===== config.mk =====
export PLATFORM = sky130hd
export DESIGN_NAME = charrom_dot_seq
export DESIGN_NICKNAME = d
export VERILOG_FILES = /design/src/rtl/dotseq_pkg.sv /design/src/rtl/dotseq_step_ctr.sv /design/src/rtl/dotseq_eoc_pipe.sv /design/src/rtl/charrom_dot_seq.sv
export SDC_FILE = /design/constraint.sdc
export NUM_CORES = 1
export LEC_CHECK = 0
export BUFFER_PORTS_ARGS = -buffer_cell sky130_fd_sc_hd__buf_4
export CAP_MARGIN = 40
export CORE_AREA = 2 2 44 54
export CTS_CLUSTER_SIZE = 30
export DETAILED_ROUTE_END_ITERATION = 16
export DIE_AREA = 0 0 46 56
export GPL_TIMING_DRIVEN = 0
export MAX_ROUTING_LAYER = met4
export SYNTH_ARGS = -nofsm -noshare
export SYNTH_HDL_FRONTEND = slang
export SYNTH_HIERARCHICAL = 1
export SYNTH_SLANG_ARGS = --single-unit

===== constraint.sdc =====
create_clock -name clk -period 2.35 [get_ports clk]
set_input_delay 0.235 -clock clk [delete_from_list [all_inputs] [get_ports clk]]
set_output_delay 0.235 -clock clk [all_outputs]
set_load 0.005 [all_outputs]

===== src/rtl/dotseq_pkg.sv =====
package dotseq_pkg;

    typedef struct packed {
        logic stage1_n;
        logic stage2_n;
        logic load;
        logic space;
    } eoc_pipe_t;

    localparam eoc_pipe_t PIPE_RESET = '{stage1_n: 1'b1, stage2_n: 1'b1, load: 1'b0, space: 1'b0};

endpackage


===== src/rtl/dotseq_step_ctr.sv =====
module dotseq_step_ctr #(
    parameter int W = 5
) (
    input  logic         clk,
    input  logic         rst,
    input  logic         step,
    input  logic         clear,
    output logic [W-1:0] count
);

    logic [W-1:0] cnt_d, cnt_q;

    always_comb begin
        cnt_d = cnt_q;
        if (clear) begin
            cnt_d = '0;
        end else if (step) begin
            cnt_d = cnt_q + 1'b1;
        end
    end

    always_ff @(posedge clk) begin
        if (rst) begin
            cnt_q <= '0;
        end else begin
            cnt_q <= cnt_d;
        end
    end

    assign count = cnt_q;

endmodule


===== src/rtl/dotseq_eoc_pipe.sv =====
module dotseq_eoc_pipe
    import dotseq_pkg::*;
(
    input  logic clk,
    input  logic rst,
    input  logic fetch,
    input  logic eoc_n,
    output logic late_eoc_n,
    output logic load,
    output logic space
);

    eoc_pipe_t pipe_d, pipe_q;

    always_comb begin
        pipe_d       = pipe_q;
        pipe_d.load  = fetch;
        // a first dot that is itself the last one: the character is blank
        pipe_d.space = fetch & ~pipe_q.stage1_n & ~eoc_n;
        if (fetch) begin
            pipe_d.stage1_n = eoc_n;
            pipe_d.stage2_n = pipe_q.stage1_n;
        end
    end

    always_ff @(posedge clk) begin
        if (rst) begin
            pipe_q <= PIPE_RESET;
        end else begin
            pipe_q <= pipe_d;
        end
    end

    assign late_eoc_n = pipe_q.stage2_n;
    assign load       = pipe_q.load;
    assign space      = pipe_q.space;

endmodule


===== src/rtl/charrom_dot_seq.sv =====
module charrom_dot_seq #(
    parameter int DOT_W   = 5,
    parameter int CHAR_W  = 8,
    parameter int DATA_W  = 8,
    parameter int EOC_BIT = DATA_W - 1
) (
    input  logic                    clk,
    input  logic                    rst,
    input  logic                    fetch_end,
    input  logic [DATA_W-1:0]       dot_byte,
    output logic [CHAR_W+DOT_W-1:0] rom_addr,
    output logic                    first_dot_inh,
    output logic                    defl_load,
    output logic                    space_char
);

    logic             eoc_now_n;
    logic             last_dot;
    logic             late_eoc_n;
    logic [DOT_W-1:0] dot_idx;
    logic [CHAR_W-1:0] char_idx;
    logic             unused_data;

    assign eoc_now_n   = dot_byte[EOC_BIT];
    assign last_dot    = fetch_end & ~eoc_now_n;
    assign unused_data = ^dot_byte;

    dotseq_step_ctr #(.W(DOT_W)) u_dot_ctr (
        .clk   (clk),
        .rst   (rst),
        .step  (fetch_end),
        .clear (last_dot),
        .count (dot_idx)
    );

    dotseq_step_ctr #(.W(CHAR_W)) u_char_ctr (
        .clk   (clk),
        .rst   (rst),
        .step  (last_dot),
        .clear (1'b0),
        .count (char_idx)
    );

    dotseq_eoc_pipe u_pipe (
        .clk        (clk),
        .rst        (rst),
        .fetch      (fetch_end),
        .eoc_n      (eoc_now_n),
        .late_eoc_n (late_eoc_n),
        .load       (defl_load),
        .space      (space_char)
    );

    assign rom_addr      = {char_idx, dot_idx};
    assign first_dot_inh = ~late_eoc_n;

endmodule


Yosys cells after proc, flatten, opt, wreduce, memory -nomap -nowiden:

Index checks and enable logic that the tools add are counted.

* register bits: 17
* output and inout bits: 16

* reductions and logical operators: 1
* add/subtract/negate cells: 2
* bitwise gates (word level): 6

Operator list (count)
* 8-bit by 1-bit adder with 8-bit output, second input constant: 1
* 5-bit by 1-bit adder with 5-bit output, second input constant: 1
* 1-bit AND: 3
* 1-bit inverter: 3
* 2-bit OR reduction: 1

Depth between registers and ports, before layout:

Gate-level depths: netlist of run 1.

* depth after elaboration: 3
* depth in mapped cells: 5

By module:

The synthesis of run 1 kept the hierarchy.

Modules (own cells, without submodules)
* dotseq_step_ctr at u_char_ctr: area each 345.3 µm², cells an instance 38, seq. area each 160.2 µm², times used 1
* dotseq_step_ctr at u_dot_ctr: area each 255.2 µm², cells an instance 23, seq. area each 100.1 µm², times used 1
* dotseq_eoc_pipe: area each 138.9 µm², cells an instance 10, seq. area each 80.1 µm², times used 1
* charrom_dot_seq: area each 21.3 µm², cells an instance 3, seq. area each 0.0 µm², times used 1

Worst setup path before layout of run 1:

No wires, ideal clock.

* path type: input-to-reg
* start point: in fetch_end
* end point: reg u_char_ctr.cnt_q[5] (netlist: u_char_ctr/count[5])
* stages: 5
* data arrival time: 1.132 ns
* setup slack: 1.148 ns
* required time: 2.280 ns
* library setup time: 0.070 ns
* path through: nor2b_4 > buf_4 > nand4_2 > or3_1 > a21oi_1

* cells in the longest elaborated chain, start to end: 1

RTL lines
* from (decl): line charrom_dot_seq.sv:9 `input logic fetch_end,`
* 1-bit AND: line charrom_dot_seq.sv:25 `assign last_dot = fetch_end & ~eoc_now_n;`
* to (signal assigned): line dotseq_step_ctr.sv:26 `cnt_q <= cnt_d;`
* to (decl): line dotseq_step_ctr.sv:11 `logic [W-1:0] cnt_d, cnt_q;`

Every way passes these cells.
A chain may end at the register's enable or synchronous reset.

Worst setup path in the final report of run 1:

* start point: reg u_char_ctr.cnt_q[0] (netlist: u_char_ctr/count[0])
* end point: reg u_char_ctr.cnt_q[6] (netlist: u_char_ctr/count[6])

* cells in the longest elaborated chain, start to end: 1

RTL lines
* 8-bit by 1-bit adder with 8-bit output: line dotseq_step_ctr.sv:18 `cnt_d = cnt_q + 1'b1;`

Every way passes these cells.

==> impl_results.md, run 1 <==
* Outcome: complete, no violations
* Clk sink count at 17
* Worst setup SP type: flip-flop
* Critical path's slowest cell: dfxtp_1
* Area Overhead vs Synth at 26.0%
* Design Power at 508 uW
* Avg WL per Cell at 11.0 microns
* Max-slew violations at 0
* Pwr per Cell Area at 530 nW/um^2
* Setup TNS at 0 ps
* Die area at 2580 sq um
* DRT Wirelength at 1290 microns
* Cells after Synth at 74
* Initial DRC Count at 2
* Multi-input gate area at 394 sq um
* CP Cell Sequence: ha_1 > nand3_1 > or3_1 > a21oi_1
* Via Count at 595
* Hold Violations, Final at 0
* Worst path max stage delay at 410 ps
* Hold Path Origin: dot_byte[7]
* # setup viols final at 0
* Vias in the first global route at 527
* Worst skew pair latency at 290 ps
* Num CTS Buffers at 3
* Leakage at 0.435 nW
* RSZ-0062 raised after global routing: false
* Die width at 46 microns
* Layout cell share with drive strength beyond 1 at 36.1%
* Maximum capacitance violations at 0
* Fraction of the cycle the final worst path needs at 53.7%
* FP Rows at 18
* Largest net degree at the start of global routing at 12
* 1st-pass router iterations at 2
* Tmin final at 1260 ps
* CTS Hold Bufs at 0
* Final ANT Viol Nets at 0
* Synthesized net count at 87
* CTS tree: done
* Worst Path Arrival at 1480 ps
* Critical path type: flip-flop to flip-flop
* Most frequent cells in the layout: buf_4, dfxtp_1, nor2_1
* Vias per cell at 5.09
* Hold Path Sink: u_pipe/space
* Die height at 56 microns
* Netlist cell types at 30
* Antenna violations before repair at 0
* Clock tree root driver cell: clkbuf_4
* Setup bufs post-CTS at 0
* Core area at 2030 sq um
* Hold WC Path Type: primary input to flip-flop
* Setup Skew at 13.1 ps
* Metal2 WL at 661 microns
* Fin nets at 111
* Detail Placement HPWL at 996 microns
* CTS Buffer Depth at 2
* Ys Warns at 6
* Reg-to-reg setup timing slack at 1090 ps
* Final estimated routing congestion in global placement at 0.709
* RR Startpoint: u_char_ctr/count[0]
* CTS HTree Levels at 1
* Most common cell after layout, fill and taps aside: buf_4
* Number of buffers inserted by port buffering at 19
* Top sig layer: met4
* CP required at 2570 ps
* Metal-1 WL at 563 microns
* VDD IR max at 0.320 mV
* WHS Path Cells at 2
* Diode count at 0
* Synthesized area per cell at 10.3 sq um
* # DRC at 0
* Initial Utilization at 37.5%
* Reg-to-Reg End: u_char_ctr/count[6]
* Storage cell area at 340 sq um
* First-pass GRT wire length at 2210 microns
* Post-synthesis instance area at 761 sq um
* Post-cts resize count at 0
* I/O pins at 27
* #FFs+latches synth at 17
* Filler cells at 205
* Upper clock frequency limit at 793 MHz
* Worst-path fanout max at 4
* Sequential area share after synthesis at 44.7%
* CP endpoint kind: flip-flop
* R2R depth at 4
* Clock slew at reported path FFs at 110 ps
* GRT Overall Usage at 11.9%
* Met3 WL at 54 microns
* Overflow after GRT at 0
[through the flow]
stage	utilization (%)	setup slack (ps)	hold slack, ps	cells	area [sq um]
CTS	47.3	1070	115	117	958
global route	47.3	990	103	117	958
global placement	45.8	882	442	113	928
finish	47.3	1090	126	117	958
floorplan	-	1150	301	74	761
detailed placement	45.8	870	444	113	928
[metal layers]
metal / vias up / track usage [%]
met4: 0 / 6.12
li1: 303 / -
met2: 11 / 18.5
met1: 279 / 13.7
met3: 2 / 2.92
met5: - / -
[critical path: cells and delay by family (launching register included)]
kind / cells / cell delay [ps]
AO/OA/AOI/OAI: 1 / 130
flip-flops: 1 / 410
AND/OR/NAND/NOR: 2 / 450
adder cells (fa/ha/maj): 1 / 210
[flip-flops by register name (all words and copies together) (netlist names)]
signal             cells
u_char_ctr/count       8
u_dot_ctr/count        5
u_pipe/late_eoc_n      1
u_pipe/load            1
u_pipe/pipe_q          1
u_pipe/space           1
[power by group]
group / internal (mW) / switching [mW]
Sequential: 0.295 / 0.00579
Clock: 0.0646 / 0.0949
Combinational: 0.0263 / 0.0213
[how the worst max path moves through the flow]
stage	slack, ps	depth (start not counted)	endpoint	startpoint
global placement	880	6	u_char_ctr/count[7]	fetch_end
finish	1090	4	u_char_ctr/count[6]	u_char_ctr/count[0]
floorplan	1150	5	u_char_ctr/count[5]	fetch_end
global route	990	4	u_char_ctr/count[6]	u_char_ctr/count[0]
detailed placement	870	6	u_char_ctr/count[5]	fetch_end
CTS	1070	4	u_char_ctr/count[6]	u_char_ctr/count[0]
[synthesized netlist by cell type (all sizes together)]
master  number  area share [%]
or3          3             2.5
mux2         2             3.5
clkbuf       1            0.49
buf          2             2.5
nand3b       1            0.99
a211o        2             2.6
nand4        5             6.6
o21ai        3             2.0
nor3b        3             3.6
ha           2             3.3
conb         1            0.49
inv          1            0.49
nor3         2             1.3
nor2b        4             5.3
xor2         3             3.5
xnor2        2             2.3
a21oi        4             2.6
dfxtp       17              45
nor2         7             3.5
a21bo        1             1.3
nand2        2            0.99
mux2i        2             2.6
or2          2             1.6
nand3        2             1.3
[layout make-up]
class | count | share of cell area [%]
multi-input cells | 53 | 41.1
clock inverters | 1 | 0.783
inverters | 1 | 0.392
repair buffers | 19 | 14.9
well taps | 20 | 2.61
flip-flops and latches | 17 | 35.5
clock buffers | 3 | 2.35
plain buffers | 3 | 2.35
[cell families after synthesis]
family	Yosys count	share of synthesized area, %
compound gates	10	8.55
xor+xnor	5	5.76
fa+ha+maj	2	3.29
buf+inv	4	3.45
flops	17	44.7
mux	4	6.08
other cells	1	0.493
simple gates	31	27.6
Note: power is estimated with default switching activity, not from simulation.
==> run 2, diff against run 1 <==
clock period = 1.1 ns   (was 2.35 ns; I/O delays follow)
==> impl_results.md, run 2 (same netlist as run 1, synthesis figures left out) <==
* Hold_ws at 25.1 ps (-101 ps)
* Vias per cell at 5.06 (-0.54%)
* Grt met3 use at 2.92% (unchanged)
* Num CTS Buffers at 3 (unchanged)
* Hold WC Path Type: primary input to flip-flop
* Leakage at 0.455 nW (+4.8%)
* Clock slew at reported path FFs at 90 ps (-20 ps)
* Hold Violations, Final at 0 (unchanged)
* FP Rows at 18 (unchanged)
* Most common cell after layout, fill and taps aside: buf_4
* GR Layer Usage met1 at 13.9% (+0.14 points)
* Fin nets at 115 (+3.6%)
* Multi-input gate area at 433 sq um (+9.8%)
* # setup viols final at 0 (unchanged)
* Die height at 56 microns (unchanged)
* Largest net degree at the start of global routing at 10 (-2)
* Most frequent cells in the layout: buf_4, dfxtp_1, nor2_1
* Final estimated routing congestion in global placement at 0.685 (-3.4%)
* CTS Hold Bufs at 0 (unchanged)
* RSZ-0062 raised after global routing: true
* Tmin final at 1100 ps (-163 ps)
* 1st-pass router iterations at 4 (+2)
* Seq pwr share at 59.7% (+0.5 points)
* VDD IR max at 0.535 mV (+67%)
* Overflow after GRT at 0 (unchanged)
* Cell-internal power at 826 uW (+110%)
* Antenna violations before repair at 0 (unchanged)
* Diode count at 0 (unchanged)
* Worst path max stage delay at 400 ps (about the same)
* Pwr per Cell Area at 1030 nW/um^2 (+94%)
* Crit path max-delay family: flip-flops
* Critical path's slowest cell: dfxtp_4
* Die area at 2580 sq um (unchanged)
* Logic pwr share at 10.5% (+1.1 points)
* Max-slew violations at 0 (unchanged)
* Area Overhead vs Synth at 36.8%
* Layout cell share with drive strength beyond 1 at 46.5% (+10 points)
* Vias in the first global route at 543 (+3.0%)
* Worst setup SP type: flip-flop
* Maximum capacitance violations at 0 (unchanged)
* Worst Path Arrival at 1310 ps (-170 ps)
* Net Sw Power at 243 uW (+99%)
* Clock share of power at 29.8% (-1.6 points)
* CP Buf/Inv Count at 0 (unchanged)
* Max reg flops at 8 (unchanged)
* Core area at 2030 sq um (unchanged)
* Final ANT Viol Nets at 0 (unchanged)
* CP Cell Sequence: ha_4 > nand3_2 > or3_1 > a21oi_1
* Number of buffers inserted by port buffering at 19 (unchanged)
* Initial DRC Count at 4 (+2)
* Avg WL per Cell at 11.4 microns (+3.6%)
* GRT Overall Usage at 11.9% (-0.079 points)
* CP endpoint kind: flip-flop
* I/O pins at 27 (unchanged)
* Switching Share at 22.7% (-1.3 points)
* Initial Utilization at 37.5% (unchanged)
* Fin cells at 121 (+3.4%)
* CTS tree: done
* Via Count at 612 (+2.9%)
* Most used routing layer: met2
* Storage cell area at 358 sq um (+5.1%)
* DRT Wirelength at 1380 microns (+7.1%)
* CTS HTree Levels at 1 (unchanged)
* Fraction of the cycle the final worst path needs at 99.8% (+46 points)
* Critical path type: flip-flop to flip-flop
* Upper clock frequency limit at 911 MHz (+15%)
* Clk sink count at 17 (unchanged)
* Setup Skew at 4.06 ps (-9.05 ps)
* Worst skew pair latency at 280 ps (about the same)
* # DRC at 0 (unchanged)
* Clock tree root driver cell: clkbuf_4
* CP required at 1310 ps (-1260 ps)
* CTS Buffer Depth at 2 (unchanged)
* Worst-path fanout max at 4 (unchanged)
* Filler cells at 205 (unchanged)
* Met2 Track Usage GR at 18.1% (-0.40 points)
* Placed insts at 113 (unchanged)
* Detail Placement HPWL at 970 microns (-2.6%)
* Die width at 46 microns (unchanged)
* First-pass GRT wire length at 2240 microns (+1.3%)
* Outcome: complete, no violations
-- run 2: cell count changes in the layout (fill, tap and decap cells not counted), sizes merged --
| cell | previous run | this run |
|---|---|---|
| clkinvlp | 1 | 0 |
| clkbuf | 4 | 5 |
| buf | 21 | 25 |
-- run 2: routing by layer --
metal / part of all wire (%) / up-vias / wire, microns
met5: 0 / - / 0
met4: 1.4 / 0 / 20
met3: 4.2 / 2 / 58
met2: 50 / 10 / 694
met1: 44 / 286 / 610
li1: - / 314 / -
-- run 2: layout make-up --
cell class              count  share of cell area, %
multi-input cells          53                   41.6
inverters                   1                  0.361
plain buffers               3                   2.16
flip-flops and latches     17                   34.4
repair buffers             23                   16.6
well taps                  20                   2.40
clock buffers               4                   2.52
-- run 2: worst paths after layout --
check	startpoint	to	slack [ps]	depth (start not counted)
setup / recovery	u_char_ctr/count[1]	u_char_ctr/count[6]	2	4
hold / removal	dot_byte[7]	u_pipe/space	30	2
setup reg to reg	u_char_ctr/count[1]	u_char_ctr/count[6]	2	4
hold reg to reg	u_pipe/pipe_q[3]	u_pipe/space	460	1
-- run 2: per-stage QoR --
| stage | utilization, % | setup TNS [ps] | total power [mW] | worst slack (ps) | area, sq um |
|---|---|---|---|---|---|
| 2_1_floorplan | - | 0 | 0.715 | 2.90 | 785 |
| 3_3_place_gp | 47.0 | -624 | 0.760 | -233 | 952 |
| 3_5_place_dp | 47.0 | -702 | 0.761 | -264 | 952 |
| 4_1_cts | 51.3 | 0 | 1.08 | 0.412 | 1040 |
| 5_1_grt | 51.4 | -164 | 1.13 | -62.9 | 1040 |
| 6_report | 51.4 | 0 | 1.07 | 1.92 | 1040 |
-- run 2: worst reg2reg max path: cells and delay by family, from the launching register on --
family,cells,cell delay [ps]
AOI/OAI and AO/OA,1,120
adders and majority gates,1,150
DFF,1,400
and+or+nand+nor,2,370
-- run 2: repair_timing --
action                                  CTS  global route
gates cloned                              0             0
pin swaps                                 3             1
endpoints found under the setup margin    4             4
gates resized for setup                   6             1
hold endpoints to repair                  0             0
setup buffers                             4             0
-- run 2: power groups by stage --
stage          registers, mW  logic [mW]  clock network, mW
4_1_cts                0.638       0.113              0.331
5_1_grt                0.640       0.126              0.363
6_report               0.638       0.112              0.319
3_3_place_gp           0.657       0.103                  0
2_1_floorplan          0.656      0.0591                  0
3_5_place_dp           0.657       0.104                  0
==> run 3, diff against run 2 <==
ABC_AREA = 1   (was default)
CELL_PAD_IN_SITES_DETAIL_PLACEMENT = 0   (was default)
CELL_PAD_IN_SITES_GLOBAL_PLACEMENT = 1   (was default)
CORE_AREA = 2 2 49 60   (was 2 2 44 54)
DIE_AREA = 0 0 51 62   (was 0 0 46 56)
PLACE_DENSITY_LB_ADDON = 0.1   (was default)
==> impl_results.md, run 3 <==
* Outcome: complete, no violations
* Fraction of the cycle the final worst path needs at 94.1% (-5.7 points)
* Count leader, synth: nand2_1
* Fin area at 980 sq um (-5.9%)
* Critical path's slowest cell: dfxtp_4
* Tmin final at 1040 ps (-62.4 ps)
* Worst path max stage delay at 360 ps (-40 ps)
* CP endpoint kind: flip-flop
* Vias in the first global route at 576 (+6.1%)
* #FFs+latches synth at 17 (unchanged)
* Max-slew violations at 0 (unchanged)
* Avg WL per Cell at 8.96 microns (-22%)
* # setup viols final at 0 (unchanged)
* Hold WC Path Type: primary input to flip-flop
* Largest net degree at the start of global routing at 12 (+2)
* Fin nets at 141 (+23%)
* Synthesized area per cell at 7.20 sq um (-30%)
* Compound-Gate Fraction of Synth Area at 11.7% (+3.2 points)
* Clk sink count at 17 (unchanged)
* Antenna violations before repair at 0 (unchanged)
* CTS tree: done
* Worst setup SP type: flip-flop
* Pwr per Cell Area at 1090 nW/um^2 (+5.7%)
* Worst-path fanout max at 4 (unchanged)
* Initial DRC Count at 7 (+3)
* Hold Violations, Final at 0 (unchanged)
* Die height at 62 microns (+11%)
* Synth top area share at 46.8% (+2.1 points)
* Critical path type: flip-flop to flip-flop
* Vias per cell at 4.14 (-18%)
* Area Overhead vs Synth at 34.8%
* DRT Wirelength at 1440 microns (+4.2%)
* Setup Skew at 6.32 ps (+2.26 ps)
* # DRC at 0 (unchanged)
* Async set-reset flop share out of synthesis at 0% (unchanged)
* Most common cell after layout, fill and taps aside: nand2_1
* Final ANT Viol Nets at 0 (unchanged)
* Clock slew at reported path FFs at 100 ps (about the same)
* VDD IR max at 0.698 mV (+30%)
* Top cells by area, synth: dfxtp_1, nand2_1, inv_1, a21oi_1, nor2_1
* Synth Area in Simple Gates at 28.7% (+1.1 points)
* Fin worst setup slack at 64.4 ps (+62.4 ps)
* CTS Hold Bufs at 0 (unchanged)
* Max reg flops at 8 (unchanged)
* Num CTS Buffers at 3 (unchanged)
* Worst Path Arrival at 1230 ps (-80 ps)
* Detail Placement HPWL at 1090 microns (+13%)
* Number of buffers inserted by port buffering at 19 (unchanged)
* CP required at 1290 ps (-20 ps)
* CTS Buffer Depth at 2 (unchanged)
* Placed insts at 154 (+36%)
* Leakage at 0.450 nW (-1.2%)
* CTS HTree Levels at 1 (unchanged)
* Initial Utilization at 27.4% (-10 points)
* RSZ-0062 raised after global routing: true
* Netlist cell types at 13 (-57%)
* Cells after Synth at 101 (+36%)
* Sequential area share after synthesis at 46.8% (+2.1 points)
* Multiplexer area fraction after synthesis at 0% (-6.1 points)
* Combinational family with the most area after synthesis: simple AND/OR/NAND/NOR gates
* Final estimated routing congestion in global placement at 0.660 (-3.6%)
* Worst skew pair latency at 280 ps (about the same)
* Ys Warns at 6 (unchanged)
* First-pass GRT wire length at 2260 microns (+0.62%)
* Core area at 2650 sq um (+31%)
* 1st-pass router iterations at 2 (-2)
* Dominant synthesized flop cell: dfxtp_1
* Via Count at 667 (+9.0%)
* Die width at 51 microns (+11%)
* FP Rows at 21 (+3)
* Die area at 3160 sq um (+23%)
* CP Cell Sequence: ha_1 > nand2_2 > nor2_4 > inv_1 > o21ai_1 > nor2_1
* Post-synthesis instance area at 727 sq um (-4.4%)
* GRT Overall Usage at 10.2% (-1.6 points)
* Place WS at -129 ps (+136 ps)
* Post-synth EDFFs at 0 (unchanged)
* Post-DP Area at 912 sq um (-4.2%)
* Most frequent cells in the layout: nand2_1, buf_4, inv_1
* Upper clock frequency limit at 966 MHz (+6.0%)
* Maximum capacitance violations at 0 (unchanged)
* Post-synthesis xor/xnor area fraction at 0% (-5.8 points)
* Clock tree root driver cell: clkbuf_4
* Post-synth top cells: nand2_1, dfxtp_1, inv_1
* Diode count at 0 (unchanged)
* Fraction of the mapped netlist area in adder cells at 3.44% (+0.15 points)
* I/O pins at 27 (unchanged)
* Layout cell share with drive strength beyond 1 at 28.3% (-18 points)
* Post-synth top area cell: dfxtp_1
* Synthesized net count at 114 (+31%)
* Overflow after GRT at 0 (unchanged)
* Fin cells at 161 (+33%)
[run 3: cell count changes in the layout (fill, tap and decap cells not counted), sizes merged, moves of 3 or more]
cell   previous run  this run
buf              25        22
nand4             5         1
or3               3         0
a21oi             4        10
xor2              3         0
nand2             2        25
nor2b             4         0
o21ai             3         7
inv               1        17
nor2              7        17
nor3b             3         0
[run 3: kinds of logic after synthesis]
kind of cell / after synthesis
other: 1
AND/OR/NAND/NOR: 47
flip-flops: 17
adder cells (fa/ha/maj): 2
AO/OA/AOI/OAI: 17
buffers and inverters: 17
[run 3: final timing paths]
path | depth (start not counted) | slack (ps) | start | endpoint
setup / recovery | 6 | 60 | u_char_ctr/count[0] | u_char_ctr/count[4]
hold / removal | 3 | 70 | dot_byte[7] | u_pipe/pipe_q[3]
hold reg to reg | 2 | 470 | u_pipe/late_eoc_n | u_pipe/late_eoc_n
setup reg to reg | 6 | 60 | u_char_ctr/count[0] | u_char_ctr/count[4]
[run 3: repair_timing]
action	CTS	global route
gates resized for setup	3	5
pin swaps	1	5
setup buffers	2	1
endpoints found under the setup margin	2	4
[run 3: critical path, delay by kind of cell (launching register included)]
kind / cells / cell delay [ps]
adder cells (fa/ha/maj): 1 / 150
buffers and inverters: 1 / 70
AND/OR/NAND/NOR: 3 / 240
flip-flops: 1 / 360
AO/OA/AOI/OAI: 1 / 110
[run 3: final cells by class]
cell class	count	area [sq um]
Multi-Input combinational cell	67	333
Timing Repair Buffer	22	169
Fill cell	296	1670
Tap cell	34	42.5
Sequential cell	17	345
Inverter	17	63.8
Clock buffer	4	26.3
[run 3: metrics by stage]
stage	utilization, %	hold slack (ps)	total power, mW	TNS, ps
floorplan	-	199	0.701	0
global placement	34.4	354	0.746	-235
detailed placement	34.4	370	0.748	-284
CTS	36.1	66.5	1.09	0
global route	36.9	71.5	1.14	-28.9
finish	36.9	74.2	1.06	0
[run 3: power breakdown]
| part | switching, mW | leakage (nW) | internal (mW) |
|---|---|---|---|
| logic | 0.0498 | 0.296 | 0.0458 |
| registers | 0.0116 | 0.140 | 0.629 |
| clock network | 0.186 | 0.0150 | 0.141 |
[run 3: per-layer routing]
layer | vias to the layer above | track usage (%) | wire, microns
met5 | - | - | 0
met2 | 11 | 17.3 | 732
met4 | 0 | 6.95 | 19
met3 | 2 | 2.87 | 57
met1 | 287 | 10.4 | 633
li1 | 367 | - | -
